[config.mk]
export PLATFORM = sky130hd
export DESIGN_NAME = gpio_edge_bank
export DESIGN_NICKNAME = d
export VERILOG_FILES = /design/src/rtl/gpio_edge_bank.sv
export SDC_FILE = /design/constraint.sdc
export NUM_CORES = 1
export LEC_CHECK = 0
export BUFFER_PORTS_ARGS = -buffer_cell sky130_fd_sc_hd__buf_4
export CORE_MARGIN = 3
export CORE_UTILIZATION = 45
export DETAILED_ROUTE_END_ITERATION = 16
export GPL_ROUTABILITY_DRIVEN = 1
export MAX_ROUTING_LAYER = met4
export PLACE_DENSITY_LB_ADDON = 0.05
export SLEW_MARGIN = 20
export SYNTH_ARGS = -nofsm -noshare
export SYNTH_HDL_FRONTEND = slang
export SYNTH_SLANG_ARGS = --single-unit
export TNS_END_PERCENT = 10
[constraint.sdc]
create_clock -name clk -period 5.3 [get_ports clk]
set_clock_uncertainty 0.2 [all_clocks]
set_input_delay 1.06 -clock clk [delete_from_list [all_inputs] [get_ports clk]]
set_output_delay 1.06 -clock clk [all_outputs]
set_load 0.02 [all_outputs]
[src/rtl/gpio_edge_bank.sv]
module gpio_edge_bank #(
  parameter int NPINS  = 32,
  parameter int HALF   = 16,
  parameter int ADDR_W = 6
) (
  input  logic              clk,
  input  logic              rst_n,
  input  logic              bus_en,
  input  logic              bus_we,
  input  logic [ADDR_W-1:0] bus_addr,
  input  logic [NPINS-1:0]  bus_wdata,
  output logic [NPINS-1:0]  bus_rdata,
  input  logic [NPINS-1:0]  pin_in,
  output logic [NPINS-1:0]  pin_out,
  output logic [NPINS-1:0]  pin_oe,
  output logic [NPINS/HALF-1:0] irq_bank
);
  localparam int NLINE = NPINS / HALF;

  localparam logic [ADDR_W-1:0] A_DIR  = 6'h00;
  localparam logic [ADDR_W-1:0] A_OUT  = 6'h04;
  localparam logic [ADDR_W-1:0] A_OSET = 6'h08;
  localparam logic [ADDR_W-1:0] A_OCLR = 6'h0C;
  localparam logic [ADDR_W-1:0] A_IN   = 6'h10;
  localparam logic [ADDR_W-1:0] A_RSET = 6'h14;
  localparam logic [ADDR_W-1:0] A_RCLR = 6'h18;
  localparam logic [ADDR_W-1:0] A_FSET = 6'h1C;
  localparam logic [ADDR_W-1:0] A_FCLR = 6'h20;
  localparam logic [ADDR_W-1:0] A_STAT = 6'h24;
  localparam logic [ADDR_W-1:0] A_LEN  = 6'h28;

  logic [NPINS-1:0] dir, out_lat, rise_en, fall_en, status;
  logic [NPINS-1:0] sync1, sync2, hist;
  logic [NLINE-1:0] bank_en;
  logic [NPINS-1:0] evt;
  logic             wr;

  assign wr = bus_en & bus_we;

  always_ff @(posedge clk or negedge rst_n) begin
    if (!rst_n) begin
      sync1 <= '0;
      sync2 <= '0;
      hist  <= '0;
    end else begin
      sync1 <= pin_in;
      sync2 <= sync1;
      hist  <= sync2;
    end
  end

  assign evt = (sync2 & ~hist & rise_en) | (~sync2 & hist & fall_en);

  always_ff @(posedge clk or negedge rst_n) begin
    if (!rst_n) begin
      dir     <= '1;
      out_lat <= '0;
      rise_en <= '0;
      fall_en <= '0;
      status  <= '0;
      bank_en <= '0;
    end else begin
      if (wr && bus_addr == A_DIR)  dir     <= bus_wdata;
      if (wr && bus_addr == A_OSET) out_lat <= out_lat | bus_wdata;
      if (wr && bus_addr == A_OCLR) out_lat <= out_lat & ~bus_wdata;
      if (wr && bus_addr == A_RSET) rise_en <= rise_en | bus_wdata;
      if (wr && bus_addr == A_RCLR) rise_en <= rise_en & ~bus_wdata;
      if (wr && bus_addr == A_FSET) fall_en <= fall_en | bus_wdata;
      if (wr && bus_addr == A_FCLR) fall_en <= fall_en & ~bus_wdata;
      if (wr && bus_addr == A_LEN)  bank_en <= bus_wdata[NLINE-1:0];
      if (wr && bus_addr == A_STAT) status  <= (status & ~bus_wdata) | evt;
      else                          status  <= status | evt;
    end
  end

  always_comb begin
    bus_rdata = '0;
    if (bus_en && !bus_we) begin
      case (bus_addr)
        A_DIR:                bus_rdata = dir;
        A_OUT, A_OSET, A_OCLR: bus_rdata = out_lat;
        A_IN:                 bus_rdata = sync2;
        A_RSET, A_RCLR:       bus_rdata = rise_en;
        A_FSET, A_FCLR:       bus_rdata = fall_en;
        A_STAT:               bus_rdata = status;
        A_LEN:                bus_rdata = {{(NPINS-NLINE){1'b0}}, bank_en};
        default:              bus_rdata = '0;
      endcase
    end
  end

  assign pin_out = out_lat;
  assign pin_oe  = ~dir;

  for (genvar b = 0; b < NLINE; b++) begin : g_line
    assign irq_bank[b] = bank_en[b] & (|status[b*HALF +: HALF]);
  end
endmodule

==> results by stage <==
Global route:
- The overall track demand over capacity in global routing is 0.252.
- Entering global routing, the biggest net connects 120 pins.
- The total overflow left after global routing is 0.
- The via count of the first global-routing pass is 8587.
- The initial antenna violation count is 0.
- The first global-routing pass estimated just over 50 mm of wire.

Synthesis:
- Yosys attributes the largest share of cell area to sky130_fd_sc_hd__dfrtp_1 (51%), sky130_fd_sc_hd__dfstp_2 (7.6%), sky130_fd_sc_hd__a21oi_1 (5.8%), sky130_fd_sc_hd__a31oi_1 (5.4%), sky130_fd_sc_hd__mux2_1 (3.1%).
- The synthesized instance count is roughly 980.
- For this run, asynchronously set or reset flops after synthesis account for 1.00.
- The count of synthesis-stage warnings from yosys is 0.
- The cell area that synthesis handed to floorplanning was around 0.011 mm^2.
- Among all flip-flop cells after synthesis, the most frequent one is sky130_fd_sc_hd__dfrtp_1.
- The count of distinct cell types in the synthesized netlist is 39.
- Counting flops and latches in the post-synthesis netlist gives between 200 and 300.
- The fraction of post-synthesis cell area in the top cell type by area is 0.512.
- The leading cell type by number of instances after synthesis is sky130_fd_sc_hd__dfrtp_1.
- The cell type with the highest aggregate area in the netlist is sky130_fd_sc_hd__dfrtp_1.
- The synthesized area per cell is roughly 11 um^2.
- The number of enable-type register cells in the synthesized netlist is 0.
- The number of nets handed over by synthesis was between 1000 and 1500.
- The register area share after synthesis is 0.588.
- After synthesis, the most frequently instantiated cells are sky130_fd_sc_hd__dfrtp_1 (226), sky130_fd_sc_hd__a21oi_1 (129), sky130_fd_sc_hd__a31oi_1 (96).

Setup path:
- The endpoint identified for the worst register-to-register timing path is status[28].
- The worst setup slack for register-to-register paths is 4.18 ns.
- In this run the critical register-to-register path is launched from sync2[28].
- At the worst endpoint, the arrival time is around 3.3 ns.
- Data on the critical path is required at its endpoint by 4.04 ns.
- The endpoint type of the worst setup path is an output port.
- The number of cells traversed by the worst register-to-register path is 3.
- The worst setup path is launched from an input port.
- The critical path class is in2out.
- In this run the worst path has a maximum fanout of 32.
- In this run the worst setup path terminates at bus_rdata[27].
- The launching instance or port of the critical path is bus_addr[1].

Clock tree:
- The number of setup buffers added after CTS is 0.
- For this design, the sink count on the clock tree is between 200 and 300.
- The number of gates resized after CTS was 0.
- The clock tree from TritonCTS is yes.
- The number of buffers created by CTS is 28.
- The cell sitting at the root of the clock tree is a sky130_fd_sc_hd__clkbuf_16.
- The clock passes through at most 3 buffers.
- The clock transition at the register clock pins on the worst setup and hold paths after CTS is roughly 0.060 ns.
- Hold repair after CTS inserted 0 buffers.
- In this run the number of H-tree levels came out at 1.
- The source-to-sink clock delay at the later pin of the worst-skew pair is between 0.5 and 0.6 ns.

Timing:
- Final hold analysis gives a worst-case slack of about 0.14 ns.
- The share of the cycle needed by the critical path after routing is 0.864.
- For the pin with the worst max-slew slack, the measured transition is between 1 and 1.5 ns.
- Setup violations remaining at the end of the flow were counted as 0.
- The number of max-slew violations in the final report is 0.
- After routing, the total negative slack on setup checks comes to 0 ns.
- Based on the critical path, the design can be clocked at up to approximately 0.22 GHz.
- The number of hold violations in the final report is 0.
- The clock period minus final worst setup slack is around 4.6 ns.
- Setup repair after global routing left no endpoint under its margin.
- The worst slew slack as a fraction of its limit is 0.315.

Floorplanning:
- In this run the horizontal extent of the chip is ~160 um.
- The die covers roughly 0.026 mm^2.
- The core region is around 0.024 mm^2.
- The I/O pin count is between 150 and 200.
- In this run the core area contains 56 standard-cell rows.
- The initial utilization of the core area, before any placement, comes to 0.464.
- The die height is between 150 and 200 um.

Finish:
- The count of nets after finishing is 1179.
- The layout overhead on the synthesized area is 23.5%.
- The share of layout cells above drive strength 1 is 0.261.
- The area used by multi-input combinational logic is approximately 0.0041 mm^2.
- The fill cell instance count of the final layout is between 2000 and 2500.
- The sequential cells in the finished layout cover a total of 0.00650 mm^2.
- After the flow finishes, the layout carries non-filler instances totaling about 1400.
- The final design utilization is 0.572.
- The number of antenna diodes in the final layout is 0.

Drt:
- The routed layout has 8720 vias.
- The first detailed-routing pass took 8 iterations.
- After detailed routing, the average wire length per cell comes to between 20 and 25 um.
- After the first detailed-routing iteration, the DRC count stood at between 700 and 800.
- The number of nets with antenna violations after detailed routing is 0.
- The number of remaining DRC errors is 0.
- The average via count per standard cell is 6.03.
- The final routed wirelength across all metal layers is ~32 mm.

Pwr:
- The static power due to leakage is approximately 5.7 nW.
- The share of total power dissipated in sequential elements is 0.473.
- The switching share of power is 0.260.
- The switching power of the nets is approximately 1.3 mW.
- The total power divided by cell area is 378 mW/mm^2.
- The internal power contribution is between 3 and 4 mW.
- Of the total power, combinational logic draws 0.117.
- The power share of the clock group is 0.410.
- IR analysis of the VDD net gives a maximum drop of roughly 0.27 mV.

Placed design:
- The count of buffers inserted at the top-level ports is 171.
- The number of placed instances with taps included is roughly 1400.
- The post-DP HPWL is slightly above 20 mm.
- At the end of routability-driven placement, the weighted congestion stood at 0.819.

Run:
- The max-cap check violation count is 0.

Min path:
- The class of the most critical hold timing path is reg2reg.

Outcome:
- The flow ran to the end, and the final reports show no timing, DRC or antenna violations.
[metrics by stage]
step | cell area (um^2) | setup WS [ns] | power (mW)
finish | 13600 | 0.720 | 5.15
global route | 13600 | 0.643 | 5.36
CTS | 13600 | 0.731 | 5.19
detailed placement | 12600 | 0.740 | 3.07
global placement | 12600 | 0.807 | 3.06
floorplan | 11000 | 1.39 | 2.76
[cells by family after synthesis]
kind of cell    after synthesis  share of synthesized area
compound gates              387                      0.228
flops                       258                      0.588
buf+inv                     134                     0.0506
simple gates                131                     0.0682
mux                          66                     0.0637
xor+xnor                      1                   0.000793
[placed cells by master, fill, tap and decap left out, types with 32 or more instances in the layout]
| master | instances |
|---|---|
| sky130_fd_sc_hd__a21o_1 | 32 |
| sky130_fd_sc_hd__a21oi_1 | 129 |
| sky130_fd_sc_hd__a222oi_1 | 32 |
| sky130_fd_sc_hd__a31oi_1 | 96 |
| sky130_fd_sc_hd__buf_4 | 193 |
| sky130_fd_sc_hd__dfrtp_1 | 226 |
| sky130_fd_sc_hd__dfstp_2 | 32 |
| sky130_fd_sc_hd__inv_1 | 34 |
| sky130_fd_sc_hd__mux2i_1 | 32 |
| sky130_fd_sc_hd__nand2_1 | 65 |
| sky130_fd_sc_hd__nand3b_1 | 32 |
| sky130_fd_sc_hd__o21ai_0 | 32 |
[layer usage]
metal	vias to the layer above	share of wire	track usage	routed length [um]
li1	3920	-	-	-
met1	4416	0.45	0.363	14700
met2	326	0.46	0.387	15000
met3	58	0.059	0.0295	1910
met4	0	0.023	0.0623	756
met5	-	0	-	0
[worst min path at each step]
stage          startpoint         to  slack (ns)  cells after the start
2_1_floorplan    sync1[0]   sync2[0]        0.13                      0
3_3_place_gp    sync1[27]  sync2[27]        0.13                      0
3_5_place_dp    sync1[31]  sync2[31]        0.13                      0
4_1_cts         sync1[31]  sync2[31]        0.14                      0
5_1_grt         sync1[31]  sync2[31]        0.14                      0
6_report        sync1[31]  sync2[31]        0.14                      0
[layout make-up]
class	instances	area share
clock buffer	43	0.0608
sequential	258	0.477
timing repair buffer	198	0.114
inverter	34	0.00936
clock inverter	9	0.0129
multi-input combinational	585	0.297
tap	319	0.0293
[worst max-delay path: stages]
cell and delay, ns:
sky130_fd_sc_hd__buf_4 0.13, sky130_fd_sc_hd__or2_1 0.43, sky130_fd_sc_hd__or4b_2 1.18, sky130_fd_sc_hd__a21oi_1 0.33, sky130_fd_sc_hd__buf_4 0.18
[power by group through the flow]
stage               Clock, mW  Sequential (mW)  Combinational [mW]
floorplan                   0             2.43               0.331
global placement            0             2.46               0.595
detailed placement          0             2.47               0.607
CTS                      2.14             2.43               0.609
global route             2.22             2.47               0.672
finish                   2.11             2.44               0.602
Note: power is estimated with default switching activity, not from simulation.
